**src/rtl/octmem_port_mux.sv**
```systemverilog
module octmem_port_mux #(
  parameter int DW = 8
) (
  input  logic            clk,
  input  logic            rst_n,
  input  logic            cfg_we,
  input  logic [31:0]     cfg_wdata,
  output logic [31:0]     cfg_rdata,
  output logic            cfg_rejected,
  input  logic [1:0]      ctl_en,
  input  logic [1:0]      ctl_req,
  output logic [1:0]      ctl_gnt,
  input  logic [1:0]      ctl_sck,
  input  logic [1:0]      ctl_cs_n,
  input  logic [3:0]      ctl_cssel,
  input  logic [2*DW-1:0] ctl_dq_o,
  input  logic [2*DW-1:0] ctl_dq_oe,
  output logic [2*DW-1:0] ctl_dq_in,
  output logic [1:0]      ctl_dqs_in,
  output logic [1:0]      prt_sck,
  output logic [1:0]      prt_cs_n,
  output logic [3:0]      prt_cssel,
  output logic [2*DW-1:0] prt_dq_o,
  output logic [2*DW-1:0] prt_dq_oe,
  input  logic [2*DW-1:0] prt_dq_i,
  input  logic [1:0]      prt_dqs_i
);

  localparam logic [31:0] WR_MASK = 32'h00FF_0073;

  logic [31:0] cr_q;
  logic [1:0]  gnt_q;
  logic        seen_q;
  logic        last_q;
  logic [7:0]  gap_q;

  logic       shared, hi_port, ovr_en, cfg_ok;
  logic [1:0] ovr_val;
  logic       own;

  assign shared  = cr_q[0];
  assign hi_port = cr_q[1];
  assign ovr_en  = cr_q[4];
  assign ovr_val = cr_q[6:5];
  assign cfg_ok  = cfg_we && (ctl_en == 2'b00);
  assign own     = gnt_q[1];

  assign cfg_rdata = cr_q;
  assign ctl_gnt   = shared ? gnt_q : 2'b11;

  always_ff @(posedge clk) begin
    if (!rst_n) begin
      cr_q         <= '0;
      cfg_rejected <= 1'b0;
    end else if (cfg_we) begin
      if (cfg_ok) begin
        cr_q         <= cfg_wdata & WR_MASK;
        cfg_rejected <= 1'b0;
      end else begin
        cfg_rejected <= 1'b1;
      end
    end
  end

  always_ff @(posedge clk) begin
    if (!rst_n || cfg_ok || !shared) begin
      gnt_q  <= '0;
      seen_q <= 1'b0;
      gap_q  <= '0;
      last_q <= 1'b1;
    end else if (|gnt_q) begin
      if (!ctl_cs_n[own]) begin
        seen_q <= 1'b1;
      end else if (seen_q) begin
        gnt_q  <= '0;
        seen_q <= 1'b0;
        gap_q  <= cr_q[23:16];
        last_q <= own;
      end
    end else if (gap_q != 8'd0) begin
      gap_q <= gap_q - 8'd1;
    end else if (ctl_req == 2'b11) begin
      gnt_q <= last_q ? 2'b01 : 2'b10;
    end else if (ctl_req != 2'b00) begin
      gnt_q <= ctl_req;
    end
  end

  logic [1:0] src, act, rt, pix;

  always_comb begin
    for (int p = 0; p < 2; p++) begin
      src[p] = shared ? own : (1'(p) ^ hi_port);
      act[p] = shared ? ((1'(p) == hi_port) && (|gnt_q)) : 1'b1;
      prt_sck[p]  = act[p] & ctl_sck[src[p]];
      prt_cs_n[p] = !act[p] | ctl_cs_n[src[p]];
      prt_cssel[p*2 +: 2] = !act[p] ? 2'b00 :
                            (ovr_en ? ovr_val : ctl_cssel[int'(src[p])*2 +: 2]);
      prt_dq_o[p*DW +: DW]  = act[p] ? ctl_dq_o[int'(src[p])*DW +: DW]  : '0;
      prt_dq_oe[p*DW +: DW] = act[p] ? ctl_dq_oe[int'(src[p])*DW +: DW] : '0;
    end
    for (int c = 0; c < 2; c++) begin
      rt[c]  = shared ? gnt_q[c] : 1'b1;
      pix[c] = shared ? hi_port : (1'(c) ^ hi_port);
      ctl_dq_in[c*DW +: DW] = rt[c] ? prt_dq_i[int'(pix[c])*DW +: DW] : '0;
      ctl_dqs_in[c] = rt[c] & prt_dqs_i[pix[c]];
    end
  end

  AST_GNT_ONEHOT: assert property (@(posedge clk) disable iff (!rst_n)
    $onehot0(gnt_q));

  AST_GNT_HOLD: assert property (@(posedge clk) disable iff (!rst_n)
    (shared && !cfg_we && (|gnt_q) && !ctl_cs_n[own]) |=> $stable(gnt_q));

  AST_GAP_QUIET: assert property (@(posedge clk) disable iff (!rst_n)
    (gap_q != 8'd0) |=> (gnt_q == 2'b00));

  AST_IDLE_PORT: assert property (@(posedge clk) disable iff (!rst_n)
    shared |-> (prt_cs_n[!hi_port] && (prt_dq_oe[int'(!hi_port)*DW +: DW] == '0)));

  AST_NO_GNT_NO_DATA: assert property (@(posedge clk) disable iff (!rst_n)
    (shared && !gnt_q[0]) |-> (ctl_dqs_in[0] == 1'b0 && ctl_dq_in[DW-1:0] == '0));

  AST_WRITE_LOCK: assert property (@(posedge clk) disable iff (!rst_n)
    (cfg_we && (ctl_en != 2'b00)) |=> ($stable(cr_q) && cfg_rejected));

endmodule

```
**config.mk**
```make
export PLATFORM = sky130hd
export DESIGN_NAME = octmem_port_mux
export DESIGN_NICKNAME = d
export VERILOG_FILES = /design/src/rtl/octmem_port_mux.sv
export SDC_FILE = /design/constraint.sdc
export NUM_CORES = 1
export LEC_CHECK = 0
export BUFFER_PORTS_ARGS = -buffer_cell sky130_fd_sc_hd__buf_4
export CORE_MARGIN = 2
export CORE_UTILIZATION = 42
export DETAILED_ROUTE_END_ITERATION = 12
export GPL_ROUTABILITY_DRIVEN = 0
export GPL_TIMING_DRIVEN = 0
export HOLD_SLACK_MARGIN = 0.08
export MAX_ROUTING_LAYER = met4
export PLACE_DENSITY = 0.91
export SYNTH_ARGS = -nofsm -noshare
export SYNTH_HDL_FRONTEND = slang
export SYNTH_SLANG_ARGS = --single-unit
```
**constraint.sdc**
```tcl
create_clock -name clk -period 3.5 [get_ports clk]
set_clock_uncertainty 0.2 [all_clocks]
set_input_delay 0.35 -clock clk [delete_from_list [all_inputs] [get_ports clk]]
set_output_delay 0.35 -clock clk [all_outputs]
set_load 0.02 [all_outputs]
```
======== Word-level counts from Yosys, hierarchy flattened ========
Cells that the tools add are included.
Widths: inputs -> output; s select.
storage, ports and cells
  word-level logic and storage cells ...... 95
  bits in registers ....................... 26
  output and inout port bits .............. 93
operators by class
  reduce and logical (&&, ||, !) cells .... 19
  shift-type cells ........................ 8
  order comparisons ....................... 5
  eq/ne operators ......................... 4
  bitwise operators ....................... 7
  $add $sub $neg .......................... 1
  muxes and demuxes ....................... 45
operators with widths
  kind                 count
  $shiftx 16x5->8      6
  $mux 8               10
  $mux 2               12
  $mux 1               23
  $lt 1x2->1 const B   5
  $reduce_bool 8->1    1
  $shiftx 4x3->2       2
  $sub 8x1->8 const B  1
  $reduce_and 3->1     2
  $and 1x1->1          4
  $logic_not 1->1      4
  $ne 2x2->1 const B   2
  $reduce_and 4->1     1
  $reduce_bool 2->1    2
  $logic_and 1x1->1    3
  $reduce_bool 3->1    1
  $eq 2x2->1 const B   1
  $logic_not 2->1      1
  $logic_or 1x1->1     2
  $ne 2x1->1 const B   1
  $or 1x1->1           2
  $reduce_and 2->1     1
  $reduce_or 2->1      1
  $not 1->1            1

======== Depth between registers and ports, before layout ========
  depth after elaboration ................. 5
  depth in mapped cells ................... 8
  gate-level depth less buffers ........... 7

======== Least setup slack after synthesis ========
OpenSTA, ideal clock, no wires.
  path type ............................... register to output
  from .................................... reg cr_q[0] (netlist: cfg_rdata[0])
  to ...................................... out prt_dq_o[5]
  setup slack ............................. 1117 ps
  data arrival time ....................... 1833 ps
  stages on the path, launching flop included .. 7
  path through ............................ dfxtp_1 -> buf_2 -> nor2b_1 -> a21oi_1 -> clkbuf_1 -> nand2_1 -> a21oi_1
on the way
  cells in the longest elaborated chain, start to end .. 3
  elaborated cells on any way between the ends .. 4
  those cells by class .................... shift: 1; mux: 3
RTL lines
  element                 RTL line  source
  from (decl)             31        logic [31:0] cr_q;
  from (signal assigned)  57        cr_q <= cfg_wdata & WR_MASK;
  $mux 1                  93        src[p] = shared ? own : (1'(p) ^ hi_port);
  $shiftx 16x5->8         99        prt_dq_o[p*DW +: DW] = act[p] ? ctl_dq_o[int'(src[p])*DW +: DW] : '0;
  $mux 8 *                99
  to (decl)               23        output logic [2*DW-1:0] prt_dq_o,
Every way passes the cells marked *; elsewhere a longest branch is shown, timed or not.

======== Final worst setup path ========
Ends and elaborated chain as after synthesis.

==> flow_metrics.tcl <==
set metrics [dict create \
    status "complete, no violations" \
    synth.distinct_cells 49 \
    crit_fanout 10 \
    cts.sinks 26 \
    crit_path_max_incr_delay_ns 0.56 \
    cts_tree "yes" \
    antenna_found_initial 0 \
    cp.arrival_ns 2.45 \
    synth-edff-count 0 \
    dp_hpwl_um 6460 \
    viasPerCell 5.32 \
    nets 623 \
    cp.required_ns 2.95 \
    root_buffer "clkbuf_8" \
    port-buffer-count 151 \
    worstSkewPairLatency_ns 0.29 \
    gr-total-overflow 0 \
    grt_first_pass_wirelength_um 13800 \
    ant_nets 0 \
    drive_above_1_share 0.365 \
    timing.hold.ws_ns 0.0756 \
    crit_top_cell "a21oi_1" \
    finalMaxSlewViolations 0 \
    worst_pin_slew_ns 0.717 \
    first_iter_violations 168 \
    p_per_area_nw_per_um2 271 \
    critical_path_class "reg2out" \
    grt_start_max_net_pins 16 \
    synth_warnings 0 \
    slowest_stage "a21oi_1" \
    ys_ff_latch 26 \
    slew_headroom 0.522 \
    drc 0 \
    grt_pass1_vias 3069 \
    synth_top_family_by_area "simple AND/OR/NAND/NOR gates" \
    area_delta_synth_final_pct 64.3 \
    fin_util 0.726 \
    synthXorXnorAreaFrac 0.00766 \
    dieArea_um2 6050 \
    antenna_cells 0 \
    fp.dieW_um 77.8 \
    synth_compound_area_frac 0.266 \
    hp-class "in2reg" \
    gr-usage-all-layers 0.278 \
    die_h_um 77.8 \
    crit_chain "buf_2, nor2b_1, a21oi_1, clkbuf_1, nand2_1, a21oi_1, buf_4" \
    start_util 0.442 \
    num_io_pins 190 \
    wl_um 8680 \
    ir_drop_mv 0.200 \
    syn_area_um2 2290 \
    post_cts_resized 0 \
    fp-row-count 26 \
    setup_viol 0 \
    muxShareOfSynthArea 0.0837 \
    core-area_um2 5170 \
    rsz0062_at_grt "false" \
    ys_seq_area_frac 0.228 \
    leakagePower_uw 0.00183 \
    min_period_ns 3.00 \
    cp-start-kind "flip-flop" \
    synthSimpleGateAreaFrac 0.288 \
    ys_async_sr_fraction 0 \
    syn_area_per_cell_um2 6.73 \
    hold_violations 0 \
    cts_max_level 1 \
    critPathCaptureType "output pin" \
    dr_total_vias 3161 \
    tns_ns 0 \
    r2r_setup_slack_ns 1.25 \
    synth_fa_ha_area_frac 0.00547 \
    fmax_ghz 0.334 \
    clk_pin_slew_ns 0.10 \
    synthFlopType "dfxtp_1" \
    period_share 0.856 \
    wl_per_cell_um 14.6 \
    cts_made_buffers 3 \
    netlist_instances 340 \
    cts_max_path_buffers 2 \
    maxCapViolations 0 \
    dr.pass1.iters 4 \
]
-- kinds of logic (layout without fill, tap and decap cells) --
kind of cell	Yosys count	in the layout
flip-flops	26	26
multiplexers	19	19
buffers and inverters	49	215
AO/OA/AOI/OAI	97	97
other	1	19
AND/OR/NAND/NOR	145	145
XOR/XNOR	2	2
adder cells (fa/ha/maj)	1	1
-- worst max-delay path, delay by kind of cell (launching register included) --
family / cells / cell delay [ns]
compound gates: 2 / 0.75
buf+inv: 3 / 0.82
flops: 1 / 0.40
simple gates: 2 / 0.18
-- worst paths after layout --
check | startpoint | to | cells after the start
max | cfg_rdata[0] | prt_dq_o[5] | 7
min | cfg_wdata[21] | cfg_rdata[21] | 2
max reg2reg | gap_q[0] | gap_q[3] | 8
min reg2reg | cfg_rejected | cfg_rejected | 1
-- flip-flops by register name, indices dropped and copies added (netlist names) --
signal and count:
gnt_q 2, gap_q 8, last_q 1, cfg_rdata 13, cfg_rejected 1, seen_q 1
-- metal layers --
layer | GRT usage | share of wire | routed length (um) | vias up
met3 | 0.0512 | 0.097 | 843 | 23
met5 | - | 0 | 0 | -
li1 | - | - | - | 1522
met1 | 0.309 | 0.36 | 3170 | 1436
met4 | 0.0946 | 0.024 | 209 | 0
met2 | 0.497 | 0.51 | 4460 | 180
-- where the power goes --
group / internal [uW] / switching (uW)
Sequential: 302 / 6.75
Combinational: 209 / 240
Clock: 153 / 106
Total: 664 / 352
-- repair_timing --
action / 4_1_cts / 5_1_grt
endpoints found under the hold margin: 9 / 2
setup buffers: 0 / 0
hold buffers: 9 / 2
-- synthesized netlist by cell type, types with 2 or more instances --
master | n | area share
buf_2 | 5 | 0.011
o22ai_1 | 10 | 0.027
nor2_1 | 20 | 0.033
a31o_2 | 2 | 0.0077
nand2_1 | 87 | 0.14
o21ai_0 | 7 | 0.015
nand3b_1 | 2 | 0.0066
nand3_1 | 3 | 0.0066
o211ai_1 | 4 | 0.013
dfxtp_1 | 26 | 0.23
and3_1 | 4 | 0.011
buf_4 | 20 | 0.066
o31ai_1 | 3 | 0.0098
mux2i_1 | 18 | 0.079
buf_1 | 2 | 0.0033
nor3_1 | 8 | 0.018
nand2b_1 | 2 | 0.0055
a21boi_0 | 2 | 0.0066
inv_1 | 5 | 0.0082
a21oi_1 | 45 | 0.098
and2_1 | 3 | 0.0082
a22o_1 | 12 | 0.046
clkbuf_1 | 16 | 0.026
o21a_1 | 2 | 0.0066
a211oi_1 | 4 | 0.013
nor2b_1 | 5 | 0.014
-- cell type report --
class	count	area, um2
inverter	5	18.8
multi-input combinational	283	1560
buffer	44	254
tap	70	87.6
sequential	26	520
clock buffer	3	41.3
fill	398	1420
timing repair buffer	162	1240
clock inverter	1	30.0
-- cell usage in the layout, fill, tap and decap left out, types with 4 or more instances in the layout --
| master | Yosys | final |
|---|---|---|
| conb_1 | 1 | 19 |
| a22o_1 | 12 | 12 |
| mux2i_1 | 18 | 18 |
| nor2b_1 | 5 | 5 |
| buf_2 | 5 | 5 |
| o21ai_0 | 7 | 7 |
| nor3_1 | 8 | 8 |
| clkbuf_1 | 16 | 16 |
| o22ai_1 | 10 | 10 |
| and3_1 | 4 | 4 |
| a211oi_1 | 4 | 4 |
| o211ai_1 | 4 | 4 |
| nand2_1 | 87 | 87 |
| inv_1 | 5 | 5 |
| nor2_1 | 20 | 20 |
| buf_4 | 20 | 171 |
| a21oi_1 | 45 | 45 |
| dfxtp_1 | 26 | 26 |
| dlygate4sd3_1 | 0 | 11 |
-- through the flow --
step / setup WS, ns / instances / power (uW) / instance area (um2)
final: 0.505 / 594 / 1020 / 3760
after global placement: 0.868 / 579 / 741 / 3580
after global routing: 0.301 / 594 / 1060 / 3760
after floorplan: 1.12 / 358 / 543 / 2350
after CTS: 0.523 / 592 / 1010 / 3740
after detailed placement: 0.857 / 579 / 749 / 3580
(Power assumes the default switching activity.)
